<file path="src/rtl/ext_irq_pkg.sv">
package ext_irq_pkg;
  typedef enum logic [1:0] {
    SENSE_LOW  = 2'b00,
    SENSE_ANY  = 2'b01,
    SENSE_FALL = 2'b10,
    SENSE_RISE = 2'b11
  } sense_e;
endpackage

</file>
<file path="src/rtl/ext_irq_sync.sv">
module ext_irq_sync #(
  parameter int   STAGES  = 2,
  parameter logic RST_VAL = 1'b1
) (
  input  logic clk_i,
  input  logic rst_ni,
  input  logic d_i,
  output logic q_o
);
  localparam int N = (STAGES < 2) ? 2 : STAGES;

  logic [N-1:0] ff_q;

  always_ff @(posedge clk_i or negedge rst_ni) begin
    if (!rst_ni) ff_q <= {N{RST_VAL}};
    else         ff_q <= {ff_q[N-2:0], d_i};
  end

  assign q_o = ff_q[N-1];
endmodule

</file>
<file path="src/rtl/ext_irq_detect.sv">
module ext_irq_detect
  import ext_irq_pkg::*;
(
  input  logic   clk_i,
  input  logic   rst_ni,
  input  logic   lvl_i,
  input  sense_e mode_i,
  input  logic   clr_i,
  output logic   pend_o
);
  logic prev_q, flag_q, flag_d;
  logic rise, fall, hit;

  assign rise = lvl_i & ~prev_q;
  assign fall = ~lvl_i & prev_q;

  always_comb begin
    unique case (mode_i)
      SENSE_ANY:  hit = rise | fall;
      SENSE_FALL: hit = fall;
      SENSE_RISE: hit = rise;
      default:    hit = 1'b0;
    endcase
  end

  // a new event wins over a clear in the same cycle
  always_comb begin
    if (mode_i == SENSE_LOW) flag_d = 1'b0;
    else if (hit)            flag_d = 1'b1;
    else if (clr_i)          flag_d = 1'b0;
    else                     flag_d = flag_q;
  end

  always_ff @(posedge clk_i or negedge rst_ni) begin
    if (!rst_ni) begin
      prev_q <= 1'b1;
      flag_q <= 1'b0;
    end else begin
      prev_q <= lvl_i;
      flag_q <= flag_d;
    end
  end

  assign pend_o = (mode_i == SENSE_LOW) ? ~lvl_i : flag_q;


  any_sets_chk: assert property (@(posedge clk_i) disable iff (!rst_ni)
    (mode_i == SENSE_ANY && lvl_i != prev_q) |=> flag_q);

  fall_sets_chk: assert property (@(posedge clk_i) disable iff (!rst_ni)
    (mode_i == SENSE_FALL && !lvl_i && prev_q) |=> flag_q);

  rise_sets_chk: assert property (@(posedge clk_i) disable iff (!rst_ni)
    (mode_i == SENSE_RISE && lvl_i && !prev_q) |=> flag_q);

  clr_drops_chk: assert property (@(posedge clk_i) disable iff (!rst_ni)
    (mode_i != SENSE_LOW && clr_i && !hit) |=> !flag_q);

  level_no_latch_chk: assert property (@(posedge clk_i) disable iff (!rst_ni)
    (mode_i == SENSE_LOW) |=> !flag_q);
endmodule

</file>
<file path="src/rtl/ext_irq_arb.sv">
module ext_irq_arb #(
  parameter int N   = 2,
  parameter int IDW = (N > 1) ? $clog2(N) : 1
) (
  input  logic           clk_i,
  input  logic           rst_ni,
  input  logic [N-1:0]   req_i,
  output logic           valid_o,
  output logic [IDW-1:0] id_o
);
  always_comb begin
    valid_o = 1'b0;
    id_o    = '0;
    for (int i = N - 1; i >= 0; i--) begin
      if (req_i[i]) begin
        valid_o = 1'b1;
        id_o    = IDW'(i);
      end
    end
  end


  winner_req_chk: assert property (@(posedge clk_i) disable iff (!rst_ni)
    valid_o |-> req_i[id_o]);

  ch0_first_chk: assert property (@(posedge clk_i) disable iff (!rst_ni)
    req_i[0] |-> (valid_o && id_o == '0));

  idle_id_chk: assert property (@(posedge clk_i) disable iff (!rst_ni)
    !valid_o |-> (id_o == '0));
endmodule

</file>
<file path="src/rtl/ext_irq_sense.sv">
module ext_irq_sense
  import ext_irq_pkg::*;
#(
  parameter int NUM_CH      = 2,
  parameter int SYNC_STAGES = 2,
  localparam int IDW        = (NUM_CH > 1) ? $clog2(NUM_CH) : 1
) (
  input  logic                  clk_i,
  input  logic                  rst_ni,
  input  logic [NUM_CH-1:0]     pin_i,
  input  logic [NUM_CH-1:0]     pin_dir_i,
  input  logic [NUM_CH-1:0]     pin_out_i,
  input  logic [2*NUM_CH-1:0]   sense_i,
  input  logic [NUM_CH-1:0]     mask_i,
  input  logic                  gie_i,
  input  logic [NUM_CH-1:0]     ack_i,
  input  logic [NUM_CH-1:0]     clr_i,
  output logic [NUM_CH-1:0]     pend_o,
  output logic                  irq_o,
  output logic [IDW-1:0]        irq_id_o
);
  logic [NUM_CH-1:0] pad, lvl, req;

  // output driver value feeds the sense path: software interrupt
  assign pad = (pin_dir_i & pin_out_i) | (~pin_dir_i & pin_i);

  for (genvar g = 0; g < NUM_CH; g++) begin : g_ch
    ext_irq_sync #(.STAGES(SYNC_STAGES), .RST_VAL(1'b1)) u_sync (
      .clk_i (clk_i),
      .rst_ni(rst_ni),
      .d_i   (pad[g]),
      .q_o   (lvl[g])
    );

    ext_irq_detect u_det (
      .clk_i (clk_i),
      .rst_ni(rst_ni),
      .lvl_i (lvl[g]),
      .mode_i(sense_e'(sense_i[2*g +: 2])),
      .clr_i (ack_i[g] | clr_i[g]),
      .pend_o(pend_o[g])
    );
  end

  assign req = pend_o & mask_i & {NUM_CH{gie_i}};

  ext_irq_arb #(.N(NUM_CH), .IDW(IDW)) u_arb (
    .clk_i  (clk_i),
    .rst_ni (rst_ni),
    .req_i  (req),
    .valid_o(irq_o),
    .id_o   (irq_id_o)
  );


  irq_gated_chk: assert property (@(posedge clk_i) disable iff (!rst_ni)
    irq_o |-> gie_i);

  irq_needs_pend_chk: assert property (@(posedge clk_i) disable iff (!rst_ni)
    irq_o |-> (|(pend_o & mask_i)));
endmodule

</file>
<file path="config.mk">
export PLATFORM = sky130hd
export DESIGN_NAME = ext_irq_sense
export DESIGN_NICKNAME = d
export VERILOG_FILES = /design/src/rtl/ext_irq_pkg.sv /design/src/rtl/ext_irq_sync.sv /design/src/rtl/ext_irq_detect.sv /design/src/rtl/ext_irq_arb.sv /design/src/rtl/ext_irq_sense.sv
export SDC_FILE = /design/constraint.sdc
export NUM_CORES = 1
export LEC_CHECK = 0
export CAP_MARGIN = 20
export CORE_UTILIZATION = 33
export DETAILED_ROUTE_END_ITERATION = 8
export PLACE_DENSITY = 0.68
export RECOVER_POWER = 100
export SLEW_MARGIN = 20
export SYNTH_ARGS = -nofsm -noshare
export SYNTH_HDL_FRONTEND = slang
export SYNTH_SLANG_ARGS = --single-unit
</file>
<file path="constraint.sdc">
create_clock -name clk_i -period 1.15 [get_ports clk_i]
set_input_delay 0.1725 -clock clk_i [delete_from_list [all_inputs] [get_ports clk_i]]
set_output_delay 0.1725 -clock clk_i [all_outputs]
set_load 0.05 [all_outputs]
</file>
==> run_results.csv <==
group,metric,value,unit
status,status,"complete, but fails checks",
status,violations,"setup timing",
route,ant_nets,0,
finish,nets,98,
setup_path,crit_type,"reg2out",
global_route,grt_pass1_vias,411,
timing,clock_skew,0.000153,ns
timing,rsz0062_at_grt,"yes",
timing,layout_min_cycle_time,1.61,ns
place,post_dp_cell_area,776,um^2
power_and_ir_drop,p_leak,0.380,nW
route,vias,420,
yosys,postSynthCellCount,41,
clocking,hold_buffers,0,
timing,clock.fmax,0.623,GHz
clocking,cts_max_level,1,
yosys,syn_nets,64,
floorplan,rows,12,
route,wire_per_inst,10.5,um
setup_path,crit_path_end_kind,"output port",
finish,stdcell_area,867,um^2
finish,instances_no_fill,87,
worst_hold_path,holdCritPathClass,"in2async",
place,preCtsSetupSlack,-0.572,ns
yosys,synth_cell_types,21,
floorplan,start_util,0.379,
clocking,clock_latency,0.24,ns
global_route,grt_start_max_net_pins,9,
place,place.port_buffers,22,
route,drt_iter0_markers,5,
place,place_hpwl,721,um
power_and_ir_drop,vdd_drop_max,0.757,mV
setup_path,arrival,1.43,ns
timing,setup_ws,-0.456,ns
finish,diodes,0,
floorplan,dieHeight,38.9,um
floorplan,fp.dieArea,1510,um^2
timing,fin_crit_sh,1.40,
global_route,grt_pass1_wl,1.57,mm
route,drc,0,
timing,hold_viol,0,
global_route,antenna_found_initial,0,
timing,slew_violations,0,
timing,slew_headroom,0.772,
yosys,synth_seq_cells,8,
place,gp_congestion,0.703,
setup_path,worstSetupStartpointType,"flip-flop",
clocking,cts_buffers,3,
power_and_ir_drop,p_per_area,995,nW/um^2
yosys,ys_seq_area_frac,0.462,
timing,fin_tns_setup,-1.36,ns
yosys,syn_area_per_cell,11.0,um^2
route,postRouteWirelength,916,um
clocking,clock_sinks,8,
setup_path,worstPathMaxFanout,2,
clocking,path_clk_slew,0.05,ns
floorplan,fp.coreArea,1190,um^2
floorplan,die_w,38.9,um
finish,area_growth,93.0,%
place,dp_cells,83,
clocking,clock_path_buffers,2,
floorplan,ios,23,
setup_path,cp.required,0.98,ns
job,max_cap_viol_count,0,
global_route,grt_util_all_layers,0.156,
route,viasPerCell,4.83,
yosys,yosys_warnings,0,
route,drt_first_pass_iters,3,
yosys,mappedNetlistArea,449,um^2
global_route,gr-total-overflow,0,
timing,tightest_slew,0.341,ns
finish,drive_above_1_share,0.479,
clocking,cts_tree,"done",
clocking,root_buffer,"clkbuf_4",
timing,finalSetupViolCount,6,
## Yosys cell counts, drive strengths merged
library cell	count	area, um^2
nand3b	1	7.51
nand2	3	11.3
and4b	1	10.0
ha	4	50.1
nor3b	1	7.51
dfrtp	2	50.1
a2bb2oi	1	8.76
a21boi	1	7.51
or3	1	11.3
inv	5	18.8
o31ai	1	7.51
mux2	2	22.5
buf	2	15.0
dfstp	6	158
a31o	1	8.76
a21oi	3	18.8
or3b	1	8.76
o21ai	3	15.0
nand2b	1	6.26
o22ai	1	6.26
## through the flow
step                      power [W]   util  hold slack (ns)
after CTS                  0.000869  0.710            0.201
after global placement     0.000629  0.654            0.346
after floorplan            0.000466      -           -0.123
final                      0.000862  0.731            0.262
after global routing       0.000917  0.731            0.284
after detailed placement   0.000633  0.654            0.347
## sequential cells by signal, indices dropped and copies added, names as in the netlist
name               count
g_ch.u_det.flag_q      2
g_ch.u_det.prev_q      2
g_ch.u_sync.ff_q       4
## cell families after synthesis
kind of cell | count (synthesis) | synth area share
compound gates | 11 | 0.162
simple gates | 9 | 0.139
flops | 8 | 0.462
buf+inv | 7 | 0.0752
fa+ha+maj | 4 | 0.111
mux | 2 | 0.0501
## critical path, cell delays in order, from the launching register on
cell and delay (ns):
dfstp_2 0.36, or3_4 0.33, a21oi_2 0.13, and4b_4 0.22
buf_12 0.14
## final timing paths
kind / startpoint / end / slack [ns] / cells after the start
setup / recovery: g_ch[0].u_sync.ff_q[1] / irq_id_o / -0.46 / 4
hold / removal: rst_ni / g_ch[0].u_det.flag_q / 0.26 / 1
setup reg to reg: g_ch[1].u_sync.ff_q[1] / g_ch[1].u_det.flag_q / -0.16 / 6
hold reg to reg: g_ch[0].u_sync.ff_q[0] / g_ch[0].u_sync.ff_q[1] / 0.35 / 0
max in group asynchronous: rst_ni / g_ch[1].u_det.prev_q / 0.59 / 1
min in group clk_i: g_ch[0].u_sync.ff_q[0] / g_ch[0].u_sync.ff_q[1] / 0.35 / 0
## report_power, final
group          internal, W  switching, W
clock             0.000119     0.0000863
combinational     0.000185      0.000140
sequential        0.000318     0.0000140
total             0.000622      0.000240
## repair_timing
action,CTS,global route
endpoints found under the setup margin,6,6
resized for setup,10,8
pin swaps,6,7
setup buffers,2,1
## layout by cell type, fill, tap and decap left out, drive strengths merged
cell,synthesis,final
mux2,2,2
dfstp,6,6
o22ai,1,1
nor3b,1,1
o21ai,3,3
inv,5,5
dlygate4sd3,0,3
nand2b,1,1
a21oi,3,3
a31o,1,1
a21boi,1,1
dlymetal6s2s,0,1
clkdlybuf4s50,0,11
a2bb2oi,1,1
and4b,1,1
or3b,1,1
nand3b,1,1
or3,1,1
buf,2,13
dfrtp,2,2
o31ai,1,1
dlygate4sd2,0,3
ha,4,4
clkbuf,0,3
nand2,3,3
## area by class of cell
class,instances,area [um^2]
multi-input cells,26,267
well taps,14,17.5
fillers,91,319
repair buffers,31,334
clock buffers,3,22.5
flip-flops and latches,8,208
inverters,5,18.8
## metal layers
| metal | wire length [um] | share of wire | vias to the layer above | global-route usage |
|---|---|---|---|---|
| li1 | - | - | 208 | - |
| met1 | 378 | 0.41 | 192 | 0.181 |
| met2 | 465 | 0.51 | 18 | 0.258 |
| met3 | 62 | 0.068 | 2 | 0.0289 |
| met4 | 10 | 0.011 | 0 | 0.103 |
| met5 | 0 | 0 | - | 0 |
No activity file was read; power rests on OpenSTA's default activity.
